**config.mk**
```make
export PLATFORM = sky130hd
export DESIGN_NAME = vsg_engine
export DESIGN_NICKNAME = d
export VERILOG_FILES = /design/src/rtl/vsg_pkg.sv /design/src/rtl/vsg_slot_mux.sv /design/src/rtl/vsg_decode.sv /design/src/rtl/vsg_fetch.sv /design/src/rtl/vsg_engine.sv
export SDC_FILE = /design/constraint.sdc
export NUM_CORES = 1
export LEC_CHECK = 0
export CAP_MARGIN = 0
export CORE_MARGIN = 2
export CORE_UTILIZATION = 28
export CTS_CLUSTER_DIAMETER = 50
export DETAILED_ROUTE_END_ITERATION = 10
export SYNTH_ARGS = -nofsm -noshare
export SYNTH_HDL_FRONTEND = slang
export SYNTH_SLANG_ARGS = --single-unit
```
**constraint.sdc**
```tcl
create_clock -name clk -period 3.1 [get_ports clk]
set_clock_uncertainty 0.2 [all_clocks]
set_input_delay 0.465 -clock clk [delete_from_list [all_inputs] [get_ports clk]]
set_output_delay 0.465 -clock clk [all_outputs]
set_load 0.02 [all_outputs]
```
**src/rtl/vsg_pkg.sv**
```systemverilog
package vsg_pkg;

   typedef enum logic [2:0] {
      C_BLACK,
      C_SYNC,
      C_BURST,
      C_PIXEL,
      C_SKIP,
      C_REFRESH,
      C_JUMP
   } vsg_cls_e;

   localparam logic [1:0] K_BLACK = 2'd0;
   localparam logic [1:0] K_SYNC  = 2'd1;
   localparam logic [1:0] K_BURST = 2'd2;
   localparam logic [1:0] K_PIXEL = 2'd3;

   localparam logic [4:0] OPC_BLACK   = 5'h00;
   localparam logic [4:0] OPC_SYNC    = 5'h17;
   localparam logic [4:0] OPC_BURST   = 5'h15;
   localparam logic [4:0] OPC_SKIP    = 5'h13;
   localparam logic [4:0] OPC_REFRESH = 5'h1F;
   localparam logic [4:0] OPC_JUMP    = 5'h18;

endpackage

```
**src/rtl/vsg_slot_mux.sv**
```systemverilog
module vsg_slot_mux #(
   parameter int WORD_W = 20,
   parameter int OP_W   = 5,
   localparam int SLOTS  = WORD_W / OP_W,
   localparam int SLOT_W = (SLOTS > 1) ? $clog2(SLOTS) : 1
) (
   input  logic [WORD_W-1:0] word,
   input  logic [SLOT_W-1:0] sel,
   output logic [OP_W-1:0]   op
);

   logic [OP_W-1:0] ops [SLOTS];

   // slot 0 occupies the most significant field
   for (genvar g = 0; g < SLOTS; g++) begin : g_slot
      assign ops[g] = word[WORD_W-1-g*OP_W -: OP_W];
   end

   always_comb begin
      op = '0;
      for (int i = 0; i < SLOTS; i++) begin
         if (sel == SLOT_W'(i)) op = ops[i];
      end
   end

endmodule

```
**src/rtl/vsg_decode.sv**
```systemverilog
module vsg_decode
   import vsg_pkg::*;
#(
   parameter int OP_W = 5
) (
   input  logic [OP_W-1:0] op,
   input  logic            at_first,
   input  logic            at_refresh,
   output vsg_cls_e        cls
);

   always_comb begin
      cls = C_BLACK;
      if (!op[OP_W-1]) begin
         cls = (op == '0) ? C_BLACK : C_PIXEL;
      end else begin
         unique case (op)
            OPC_SYNC:    cls = C_SYNC;
            OPC_BURST:   cls = C_BURST;
            OPC_SKIP:    cls = at_first   ? C_SKIP    : C_BLACK;
            OPC_JUMP:    cls = at_first   ? C_JUMP    : C_BLACK;
            OPC_REFRESH: cls = at_refresh ? C_REFRESH : C_BLACK;
            default:     cls = C_BLACK;
         endcase
      end
   end

endmodule

```
**src/rtl/vsg_fetch.sv**
```systemverilog
module vsg_fetch #(
   parameter int WORD_W = 20,
   parameter int ADDR_W = 20
) (
   input  logic              clk,
   input  logic              rst_n,
   input  logic              enable,
   input  logic [ADDR_W-1:0] start_addr,
   input  logic              consume,
   input  logic              redirect,
   output logic              mem_req,
   output logic [ADDR_W-1:0] mem_addr,
   input  logic              mem_ack,
   input  logic [WORD_W-1:0] mem_rdata,
   output logic              nxt_valid,
   output logic [WORD_W-1:0] nxt_word
);

   logic [ADDR_W-1:0] faddr;
   logic [ADDR_W-1:0] target;

   // the pointer word may be wider than the address space
   if (ADDR_W == WORD_W) begin : g_tgt_full
      assign target = nxt_word;
   end else begin : g_tgt_slice
      assign target = nxt_word[ADDR_W-1:0];
   end

   assign mem_req  = enable && !nxt_valid;
   assign mem_addr = faddr;

   always_ff @(posedge clk or negedge rst_n) begin
      if (!rst_n) begin
         faddr     <= '0;
         nxt_valid <= 1'b0;
         nxt_word  <= '0;
      end else if (!enable) begin
         faddr     <= start_addr;
         nxt_valid <= 1'b0;
      end else if (redirect) begin
         faddr     <= target;
         nxt_valid <= 1'b0;
      end else if (mem_req && mem_ack) begin
         nxt_word  <= mem_rdata;
         nxt_valid <= 1'b1;
         faddr     <= faddr + ADDR_W'(1);
      end else if (consume) begin
         nxt_valid <= 1'b0;
      end
   end

   p_req_hold_r10: assert property (@(posedge clk) disable iff (!rst_n)
      (enable && mem_req && !mem_ack) |=> (!enable || (mem_req && $stable(mem_addr))));

   p_addr_step_r10: assert property (@(posedge clk) disable iff (!rst_n)
      (enable && mem_req && mem_ack) |=> (!enable || mem_addr == $past(mem_addr) + ADDR_W'(1)));

   p_no_req_full_r10: assert property (@(posedge clk) disable iff (!rst_n)
      (enable && mem_req && mem_ack) |=> !mem_req);

endmodule

```
**src/rtl/vsg_engine.sv**
```systemverilog
module vsg_engine
   import vsg_pkg::*;
#(
   parameter int WORD_W       = 20,
   parameter int OP_W         = 5,
   parameter int ADDR_W       = 20,
   parameter int REFRESH_SLOT = 2,
   localparam int SLOTS  = WORD_W / OP_W,
   localparam int SLOT_W = (SLOTS > 1) ? $clog2(SLOTS) : 1,
   localparam int COL_W  = OP_W - 1
) (
   input  logic              clk,
   input  logic              rst_n,
   input  logic              enable,
   input  logic [ADDR_W-1:0] start_addr,
   output logic              mem_req,
   output logic [ADDR_W-1:0] mem_addr,
   input  logic              mem_ack,
   input  logic [WORD_W-1:0] mem_rdata,
   output logic              out_valid,
   output logic [1:0]        out_kind,
   output logic [COL_W-1:0]  out_color,
   output logic              out_sync,
   output logic              out_refresh,
   output logic              underrun
);

   // elaboration-time parameter checks
   if (OP_W != 5) begin : g_bad_op
      $error("vsg_engine: opcode width must be 5");
   end
   if (WORD_W % OP_W != 0) begin : g_bad_word
      $error("vsg_engine: word width must be a multiple of the opcode width");
   end
   if (REFRESH_SLOT >= SLOTS || SLOTS < 2) begin : g_bad_slot
      $error("vsg_engine: refresh slot outside the word");
   end
   if (ADDR_W > WORD_W) begin : g_bad_addr
      $error("vsg_engine: address wider than a memory word");
   end

   logic              nxt_valid;
   logic [WORD_W-1:0] nxt_word;
   logic [WORD_W-1:0] cur_word;
   logic              cur_valid;
   logic [SLOT_W-1:0] slot;
   logic              started;
   logic [OP_W-1:0]   op;
   vsg_cls_e          cls;
   logic              exec, last, word_done, jump_go, consume;

   vsg_fetch #(.WORD_W(WORD_W), .ADDR_W(ADDR_W)) u_fetch (
      .clk        (clk),
      .rst_n      (rst_n),
      .enable     (enable),
      .start_addr (start_addr),
      .consume    (consume),
      .redirect   (jump_go),
      .mem_req    (mem_req),
      .mem_addr   (mem_addr),
      .mem_ack    (mem_ack),
      .mem_rdata  (mem_rdata),
      .nxt_valid  (nxt_valid),
      .nxt_word   (nxt_word)
   );

   vsg_slot_mux #(.WORD_W(WORD_W), .OP_W(OP_W)) u_mux (
      .word (cur_word),
      .sel  (slot),
      .op   (op)
   );

   vsg_decode #(.OP_W(OP_W)) u_dec (
      .op         (op),
      .at_first   (slot == '0),
      .at_refresh (slot == SLOT_W'(REFRESH_SLOT)),
      .cls        (cls)
   );

   always_comb begin
      exec      = cur_valid && (cls != C_JUMP);
      last      = (slot == SLOT_W'(SLOTS - 1));
      word_done = exec && (last || cls == C_SKIP);
      jump_go   = cur_valid && (cls == C_JUMP) && nxt_valid;
      consume   = nxt_valid && (!cur_valid || word_done);
   end

   always_ff @(posedge clk or negedge rst_n) begin
      if (!rst_n) begin
         cur_word    <= '0;
         cur_valid   <= 1'b0;
         slot        <= '0;
         started     <= 1'b0;
         out_valid   <= 1'b0;
         out_kind    <= K_BLACK;
         out_color   <= '0;
         out_sync    <= 1'b0;
         out_refresh <= 1'b0;
         underrun    <= 1'b0;
      end else if (!enable) begin
         cur_valid   <= 1'b0;
         slot        <= '0;
         started     <= 1'b0;
         out_valid   <= 1'b0;
         out_kind    <= K_BLACK;
         out_color   <= '0;
         out_sync    <= 1'b0;
         out_refresh <= 1'b0;
         underrun    <= 1'b0;
      end else begin
         if (consume) begin
            cur_word  <= nxt_word;
            cur_valid <= 1'b1;
            slot      <= '0;
         end else if (word_done || jump_go) begin
            cur_valid <= 1'b0;
            slot      <= '0;
         end else if (exec) begin
            slot <= slot + SLOT_W'(1);
         end
         out_valid   <= exec;
         out_refresh <= exec && (cls == C_REFRESH);
         underrun    <= started && !exec;
         started     <= started || exec;
         if (exec) begin
            out_color <= '0;
            out_sync  <= 1'b0;
            unique case (cls)
               C_SYNC: begin
                  out_kind <= K_SYNC;
                  out_sync <= 1'b1;
               end
               C_BURST: out_kind <= K_BURST;
               C_PIXEL: begin
                  out_kind  <= K_PIXEL;
                  out_color <= op[COL_W-1:0];
               end
               default: out_kind <= K_BLACK;
            endcase
         end
      end
   end

   p_hold_r9: assert property (@(posedge clk) disable iff (!rst_n)
      underrun |-> ($stable(out_kind) && $stable(out_color) && $stable(out_sync)));

   p_gap_excl_r9: assert property (@(posedge clk) disable iff (!rst_n)
      !(out_valid && underrun));

   p_refresh_black_r6: assert property (@(posedge clk) disable iff (!rst_n)
      out_refresh |-> (out_valid && out_kind == K_BLACK));

   p_sync_level_r4: assert property (@(posedge clk) disable iff (!rst_n)
      out_sync |-> (out_valid || underrun));

   p_off_quiet_r8: assert property (@(posedge clk) disable iff (!rst_n)
      !enable |=> (!out_valid && !underrun && !out_refresh));

   p_jump_silent_r7: assert property (@(posedge clk) disable iff (!rst_n)
      (enable && jump_go) |=> !out_valid);

endmodule

```
== Yosys cells after proc, flatten, opt, wreduce, memory -nomap -nowiden ==
Cells that the tools add are included.
Word-level totals
  bits in registers: 75
  input port bits: 44
  output and inout bits: 31
  word-level logic and storage cells: 93
Cells by class
  add/subtract/negate cells: 2
  equality and inequality tests: 20
  muxes and demuxes: 37
  bitwise operators: 1
  reductions and logical operators: 20
Operators with widths (count)
  $mux W20: 3
  $eq A5 B5 Y1 const B: 5
  $add A20 B1 Y20 const B: 1
  $mux W5: 4
  $pmux W3 S5: 1
  $mux W1: 14
  $mux W2: 7
  $mux W3: 4
  $mux W4: 3
  $eq A3 B3 Y1 const B: 3
  $logic_and A1 B1 Y1: 9
  $ne A4 B1 Y1 const B: 2
  $eq A3 B2 Y1 const B: 2
  $ne A3 B1 Y1 const B: 2
  $pmux W2 S3: 1
  $logic_not A5 Y1: 1
  $eq A2 B2 Y1 const B: 2
  $logic_or A1 B1 Y1: 4
  $eq A3 B1 Y1 const B: 1
  $logic_not A1 Y1: 3
  $ne A3 B3 Y1 const B: 1
  $reduce_and A3 Y1: 1
  $add A2 B1 Y2 const B: 1
  $eq A2 B1 Y1 const B: 1
  other kinds (4): 4

== Depth between registers and ports, before layout ==
Gate-level depths: netlist of the first run.
  word-level depth: 17
  depth in mapped cells: 13
  depth with buffers taken out: 9

== Hierarchy ==
A second synthesis of the first run with hierarchy kept.
Second synthesis, totals
  cells, all modules: 353
  area, all modules: 3951.3 um^2
Modules (own cells, without submodules)
  vsg_fetch: times used 1, cells an instance 221, area an instance 2205.9 um^2, seq. area each 1026.0 um^2
  vsg_engine: times used 1, cells an instance 108, area an instance 1520.2 um^2, seq. area each 850.8 um^2
  vsg_slot_mux: times used 1, cells an instance 6, area an instance 123.9 um^2, seq. area each 0.0 um^2
  vsg_decode: times used 1, cells an instance 18, area an instance 101.3 um^2, seq. area each 0.0 um^2

== Worst setup path before layout of the first run ==
Ideal clock, no wire load.
  path type: register -> register
  start point: register slot[1]
  end point: register u_fetch.faddr[3], in the netlist u_fetch.mem_addr[3]
  library setup time: 125 ps
  arrival: 2522 ps
  required time: 2775 ps
  path slack: 253 ps
  stages on the path, launching flop included: 11
  path buffers: 2
  clock period less this slack: 2847 ps
  cells stage by stage: dfrtp_1 -> inv_1 -> ha_1 -> buf_6 -> nand3b_1 -> a311o_1 -> nor4_4 -> nand3_2 -> buf_6 -> mux2_4 -> mux2_4
Between the ends
  cells in the longest elaborated chain, start to end: 13
  elaborated cells on any way between the ends: 26
  those cells by class: eq/ne (10); mux (12); reduce/logical (4)
RTL lines
  start, declared: RTL line vsg_engine.sv:46  | logic [SLOT_W-1:0] slot;
  start signal, assigned: RTL line vsg_engine.sv:119  | slot <= slot + SLOT_W'(1);
  $logic_not A2 Y1: RTL line vsg_slot_mux.sv:22, vsg_engine.sv:75
  $mux W5 (4 in a row): RTL line vsg_slot_mux.sv:22  | if (sel == SLOT_W'(i)) op = ops[i];
  $eq A5 B5 Y1 or $logic_not A5 Y1 (tied branches): RTL line vsg_decode.sv:17, vsg_decode.sv:15
  $pmux W3 S5 or $mux W2 (tied branches): RTL line vsg_decode.sv:17, vsg_decode.sv:15
  $mux W3 (*): RTL line vsg_decode.sv:14  | if (!op[OP_W-1]) begin
  $eq A3 B3 Y1 (*): RTL line vsg_engine.sv:84  | jump_go = cur_valid && (cls == C_JUMP) && nxt_valid;
  $logic_and A1 B1 Y1 (*) (2 in a row): RTL line vsg_engine.sv:84
  $mux W20: RTL line vsg_fetch.sv:40  | end else if (redirect) begin
  $mux W20: RTL line vsg_fetch.sv:37  | end else if (!enable) begin
  end signal, assigned: RTL line vsg_fetch.sv:38  | faddr <= start_addr;
  end signal, assigned: RTL line vsg_fetch.sv:41  | faddr <= target;
  end signal, assigned: RTL line vsg_fetch.sv:46  | faddr <= faddr + ADDR_W'(1);
  end, declared: RTL line vsg_fetch.sv:19  | logic [ADDR_W-1:0] faddr;
Every way passes the cells marked *; elsewhere a longest branch is shown, timed or not.
A chain may end at the register's enable or synchronous reset.

== Final worst setup path of the first run ==
  start point: register slot[0]
  end point: register u_fetch.faddr[4], in the netlist u_fetch.mem_addr[4]
Same word-level chain as after synthesis.

==> impl_metrics.ini, run 1 <==
[power]
total_power_mw = 3.139
p_seq_frac = 0.418
power_per_cell_area_nw_per_um2 = 598.4
internal_power_mw = 2.193
peakVddDrop_uv = 313.3
p_leak_nw = 2.307
pwr-share-clk = 0.342
power_switching_mw = 0.9463
p_sw_frac = 0.3015
power_frac_comb = 0.240

[setup_path]
start_kind = register
cp_data_required_time_ps = 3130
critPathBufInv = 1
cp_max_fo = 15
cp.arrival_ps = 2950
crit_slowest_cell = dfrtp_1
crit_type = register to register
cp_top_family = simple AND/OR/NAND/NOR gates
cp-end-kind = register
path_common_cell = mux2_4
critical_path.max_stage_delay_ps = 400
crit_chain = ha_1, nand2b_1, o22ai_1, o21ai_1, nor4_4, buf_4, nand3_4, mux2_4, mux2_4

[yosys]
yosys.area_share.simple = 0.2020
async_reset_ff_frac = 1.000
synth_common_cells = nand2_1, dfrtp_1, nor2_1, mux2_2, inv_1
synth_flop_cell = dfrtp_1
synth_top_cell_area_share = 0.4779
synth_nets = 453
yosysMostFrequentCell = nand2_1
yosys_warnings = 0
synth_top_family_by_area = simple AND/OR/NAND/NOR gates
synth.distinct_cells = 51
syn_area_per_cell_um2 = 9.722
synthXorXnorAreaFrac = 0.03122
synth_edf_count = 0
yosys-top-cells-area = dfrtp_1, nand2_1, mux2_2
yosys_register_bits = 75
synth_compound_area_frac = 0.1188
syn-cell-area_um2 = 3928
synthMuxAreaShare = 0.1105
synth_adder_area_share = 0.01593
synth_top_area_cell = dfrtp_1
ys_seq_area_frac = 0.4779
syn_inst = 404

[flow_run]
cap_violations = 0

[clock_network]
cts.sinks = 75
clkLatencyLatePin_ps = 340
clockRootBuffer = clkbuf_16
cts_hold_buf = 0
cts_tree = yes
clkSlewWorstSetupHoldPaths_ps = 60
clockBufferDepth = 2
cts_made_buffers = 9
h-tree-depth = 3

[sta]
finalCritPeriodShare = 0.9422
relSlewSlack = 0.3956
fin_setup_tns_ps = 0
setup-violations-final = 0
drv_slew = 0
rsz0062_at_grt = no
fmax_ghz = 0.3424
holdWs_ps = 61.20
fin_crit_ps = 2921
hold_violations = 0
worstMarginPinSlew_ps = 906.6

[drt]
wl_per_cell_um = 15.87
vias = 3253
first_pass_iters = 4
drt_wl_total_um = 10590
antenna_left = 0
drcViolationCount = 0
drt-initial-drc-count = 314
vias_per_cell = 4.877

[die]
die_w_um = 122.4
core_area_um2 = 13770
die_area_um2 = 14990
rows = 43
start_util = 0.2852
io_pins = 75
die_h_um = 122.4

[finish]
insertedDiodeCount = 0
multiInputGateArea_um2 = 1892
final_core_util = 0.3808
n_fill_cell = 1413
stdcell_count = 667
synthToLayoutAreaGrowth_pct = 33.55
nets = 531
drive_gt1_frac = 0.1499
regArea_um2 = 1877

[global_route]
grt_pass1_vias = 3295
antenna_found_initial = 0
track_usage = 0.1473
overflow = 0
grt_start_max_net_pins = 48
grt_pass1_wl_um = 16910

[placed_design]
placed_cells = 650
hpwl_um = 7826
io_buffers = 74
globalplace.congestion = 0.9435

[hold_path]
min_path_type = primary input to asynchronous set/reset pin

[outcome]
status = completed
routing by layer:
metal / share of wire / vias to the layer above / routed length, um / global-route usage
li1: - / 1561 / - / -
met1: 0.46 / 1585 / 4890 / 0.1925
met4: 0.024 / 0 / 251 / 0.06968
met5: 0 / - / 0 / 0
met2: 0.47 / 86 / 4955 / 0.2323
met3: 0.046 / 21 / 489 / 0.03160
through the flow:
step,cell area [um^2],worst slack [ps]
floorplan,3928,252.9
global placement,4915,160.2
detailed placement,4915,8.119
CTS,5225,33.40
global route,5245,35.31
finish,5245,179.3
repair_timing:
action,4_1_cts,5_1_grt
buffers inserted,0,1
setup endpoints to repair,0,18
resized for setup,0,3
power by group through the flow:
stage / clock network [mW] / logic [mW] / registers (mW)
3_3_place_gp: 0 / 0.732 / 1.33
2_1_floorplan: 0 / 0.443 / 1.31
4_1_cts: 1.11 / 0.754 / 1.31
3_5_place_dp: 0 / 0.748 / 1.33
5_1_grt: 1.14 / 0.827 / 1.34
6_report: 1.07 / 0.753 / 1.31
placed cells by master, fill, tap and decap left out, types with 3 or more instances in the layout:
| cell | instances |
|---|---|
| buf_4 | 13 |
| and3_1 | 4 |
| nor2_1 | 28 |
| dfrtp_1 | 75 |
| nand4_1 | 6 |
| a211oi_1 | 4 |
| mux2_2 | 27 |
| clkbuf_16 | 9 |
| mux2_4 | 8 |
| nor2b_1 | 8 |
| ha_1 | 4 |
| xnor2_1 | 9 |
| o211a_1 | 4 |
| o32ai_1 | 10 |
| nand2_1 | 83 |
| nand3_1 | 9 |
| clkdlybuf4s50_1 | 73 |
| nand2b_1 | 3 |
| o22ai_1 | 4 |
| and2_1 | 5 |
| o21ai_0 | 13 |
| inv_1 | 18 |
| xor2_1 | 5 |
| nor3_1 | 14 |
layout make-up:
class | count | share of cell area
multi-input cells | 289 | 0.3607
well taps | 180 | 0.04294
clock buffers | 10 | 0.04556
clock inverters | 6 | 0.01360
inverters | 18 | 0.01288
flip-flops and latches | 75 | 0.3578
repair buffers | 89 | 0.1665
logic make-up after synthesis:
group	after synthesis
AO/OA/AOI/OAI	62
AND/OR/NAND/NOR	172
XOR/XNOR	14
buffers and inverters	40
multiplexers	36
flip-flops	75
adder cells (fa/ha/maj)	5
worst register-to-register path, stage by stage (launching register included):
cell      delay [ps]
dfrtp_1          400
ha_1             280
nand2b_1         230
o22ai_1          250
o21ai_1          190
nor4_4           300
buf_4            170
nand3_4          190
mux2_4           370
mux2_4           250
worst paths after layout:
kind,start,end,slack (ps),cells after the start
worst min register to register,started$_DFF_PN0_,underrun$_DFF_PN0_,310,1
worst max register to register,slot[0]$_DFFE_PN0P_,u_fetch.mem_addr[4]$_DFFE_PN0P_,180,9
min in group clk,started$_DFF_PN0_,underrun$_DFF_PN0_,310,1
worst min-delay path,rst_n,underrun$_DFF_PN0_,60,1
max in group asynchronous,rst_n,cur_word[0]$_DFFE_PN0P_,1950,2
worst max-delay path,slot[0]$_DFFE_PN0P_,u_fetch.mem_addr[4]$_DFFE_PN0P_,180,9
registers in the layout, indices dropped and copies added (netlist names), 2 cells and up:
name,count
cur_word,20
out_color,4
out_kind,2
slot,2
u_fetch.mem_addr,20
u_fetch.nxt_word,20
(Power assumes the default switching activity.)
==> run 2: changes to the inputs <==
Settings changed: ABC_CLOCK_PERIOD_IN_PS from default to 3100.
==> results of run 2 <==
Final layout, timing and power as in run 1 (identical DEF).
==> run 3: changes to the inputs <==
Settings changed: CELL_PAD_IN_SITES_DETAIL_PLACEMENT from default to 0, CELL_PAD_IN_SITES_GLOBAL_PLACEMENT from default to 1, PLACE_DENSITY_LB_ADDON from default to 0.1.
==> impl_metrics.ini, run 3 (synthesized netlist as in run 1, its figures left out) <==
[outcome]
status = completed

[setup_path]
cp_max_fo = 10
rr_worst_depth = 11
worstReg2RegEnd = cur_word[5]$_DFFE_PN0P_
start_kind = register
cp_data_required_time_ps = 3120
crit-reg2reg-launch = slot[0]$_DFFE_PN0P_
crit_type = register to register
reg2reg_slack_ps = 220
cp-end-kind = register
cp.arrival_ps = 2900

[finish]
final_common_cell = nand2_1
drive_gt1_frac = 0.1443
synthToLayoutAreaGrowth_pct = 33.10
nets = 529
insertedDiodeCount = 0
final_cell_mix = nand2_1, dfrtp_1, clkdlybuf4s50_1

[drt]
highest_layer = met4
first_pass_iters = 4
drt_wl_total_um = 11370
drt-met1-wl_um = 5360
antenna_left = 0
vias = 3180
wl_per_cell_um = 17.09
drt-initial-drc-count = 189
dr_wl_met3_um = 510
met2_length_um = 5318
drcViolationCount = 0
vias_per_cell = 4.782

[die]
die_h_um = 122.4
io_pins = 75
core_area_um2 = 13770
rows = 43
start_util = 0.2852
die_w_um = 122.4
die_area_um2 = 14990

[sta]
finalCritPeriodShare = 0.9303
fmax_ghz = 0.3468
holdWs_ps = 98.21
fin_setup_tns_ps = 0
drv_slew = 0
hold_violations = 0
worstMarginPinSlew_ps = 991.7
setup-violations-final = 0
fin_crit_ps = 2884
relSlewSlack = 0.3389
layout_setup_ws_ps = 216.1
rsz0062_at_grt = no

[placed_design]
dp_slack_ps = 132.3
io_buffers = 74
hpwl_um = 8182
globalplace.congestion = 0.8047

[power]
p_leak_nw = 2.299
peakVddDrop_uv = 278.0
power_per_cell_area_nw_per_um2 = 606.6

[global_route]
grt_start_max_net_pins = 76
overflow = 0
track_usage = 0.1576
grt_pass1_vias = 3362
antenna_found_initial = 0
grt_pass1_wl_um = 17860

[clock_network]
h-tree-depth = 3
cts_made_buffers = 9
clkSlewWorstSetupHoldPaths_ps = 60
clkLatencyLatePin_ps = 340
cts_tree = yes
cts_hold_buf = 0
cts_setup_buffers = 0
clockRootBuffer = clkbuf_16
clockBufferDepth = 2
cts.sinks = 75

[hold_path]
min_path_type = primary input to asynchronous set/reset pin

[flow_run]
cap_violations = 0
run 3: power by group:
group / switching [mW] / internal [mW] / total [mW]
sequential: 0.164 / 1.15 / 1.32
combinational: 0.362 / 0.383 / 0.744
clock: 0.406 / 0.703 / 1.11
total: 0.932 / 2.24 / 3.17
run 3: area by class of cell:
type                            count  area (um^2)
Fill cell                        1457         8546
Clock inverter                      5        77.57
Inverter                           18        67.56
Sequential cell                    75         1877
Tap cell                          180        225.2
Multi-Input combinational cell    289         1887
Timing Repair Buffer               87        860.8
Clock buffer                       11        232.7
run 3: per-layer routing:
metal | GRT usage | vias to the layer above
met5 | 0 | -
met4 | 0.06250 | 0
met3 | 0.02602 | 12
met2 | 0.2535 | 82
met1 | 0.2114 | 1527
li1 | - | 1559
run 3: worst max path at each step:
| stage | depth (start not counted) | start | to | slack, ps |
|---|---|---|---|---|
| finish | 11 | slot[0]$_DFFE_PN0P_ | cur_word[5]$_DFFE_PN0P_ | 220 |
| global route | 11 | slot[0]$_DFFE_PN0P_ | u_fetch.mem_addr[6]$_DFFE_PN0P_ | 10 |
| CTS | 11 | slot[0]$_DFFE_PN0P_ | u_fetch.mem_addr[12]$_DFFE_PN0P_ | 140 |
| detailed placement | 11 | slot[0]$_DFFE_PN0P_ | u_fetch.mem_addr[12]$_DFFE_PN0P_ | 130 |
| global placement | 11 | slot[0]$_DFFE_PN0P_ | u_fetch.mem_addr[17]$_DFFE_PN0P_ | 220 |
| floorplan | 10 | slot[1]$_DFFE_PN0P_ | u_fetch.mem_addr[3]$_DFFE_PN0P_ | 250 |
run 3: what timing repair did:
item / CTS / global route
setup endpoints to repair: 0 / 13
resized for setup: 0 / 3
hold endpoints to repair: 0 / 0
run 3: stage by stage:
| stage | total power [mW] | util | instance area [um^2] | cells |
|---|---|---|---|---|
| floorplan | 1.752 | - | 3928 | 404 |
| global placement | 2.084 | 0.3565 | 4910 | 649 |
| detailed placement | 2.083 | 0.3565 | 4910 | 649 |
| CTS | 3.212 | 0.3790 | 5220 | 665 |
| global route | 3.338 | 0.3795 | 5228 | 665 |
| finish | 3.171 | 0.3795 | 5228 | 665 |
run 3: worst max-delay path: stages, from the launching register on:
cell     delay, ps
dfrtp_1        400
inv_1          120
ha_1           250
inv_1           80
nor3_1         260
a311o_1        240
buf_4          170
nor2_1          80
a31oi_1        220
a21o_1         190
buf_4          200
mux2_2         350
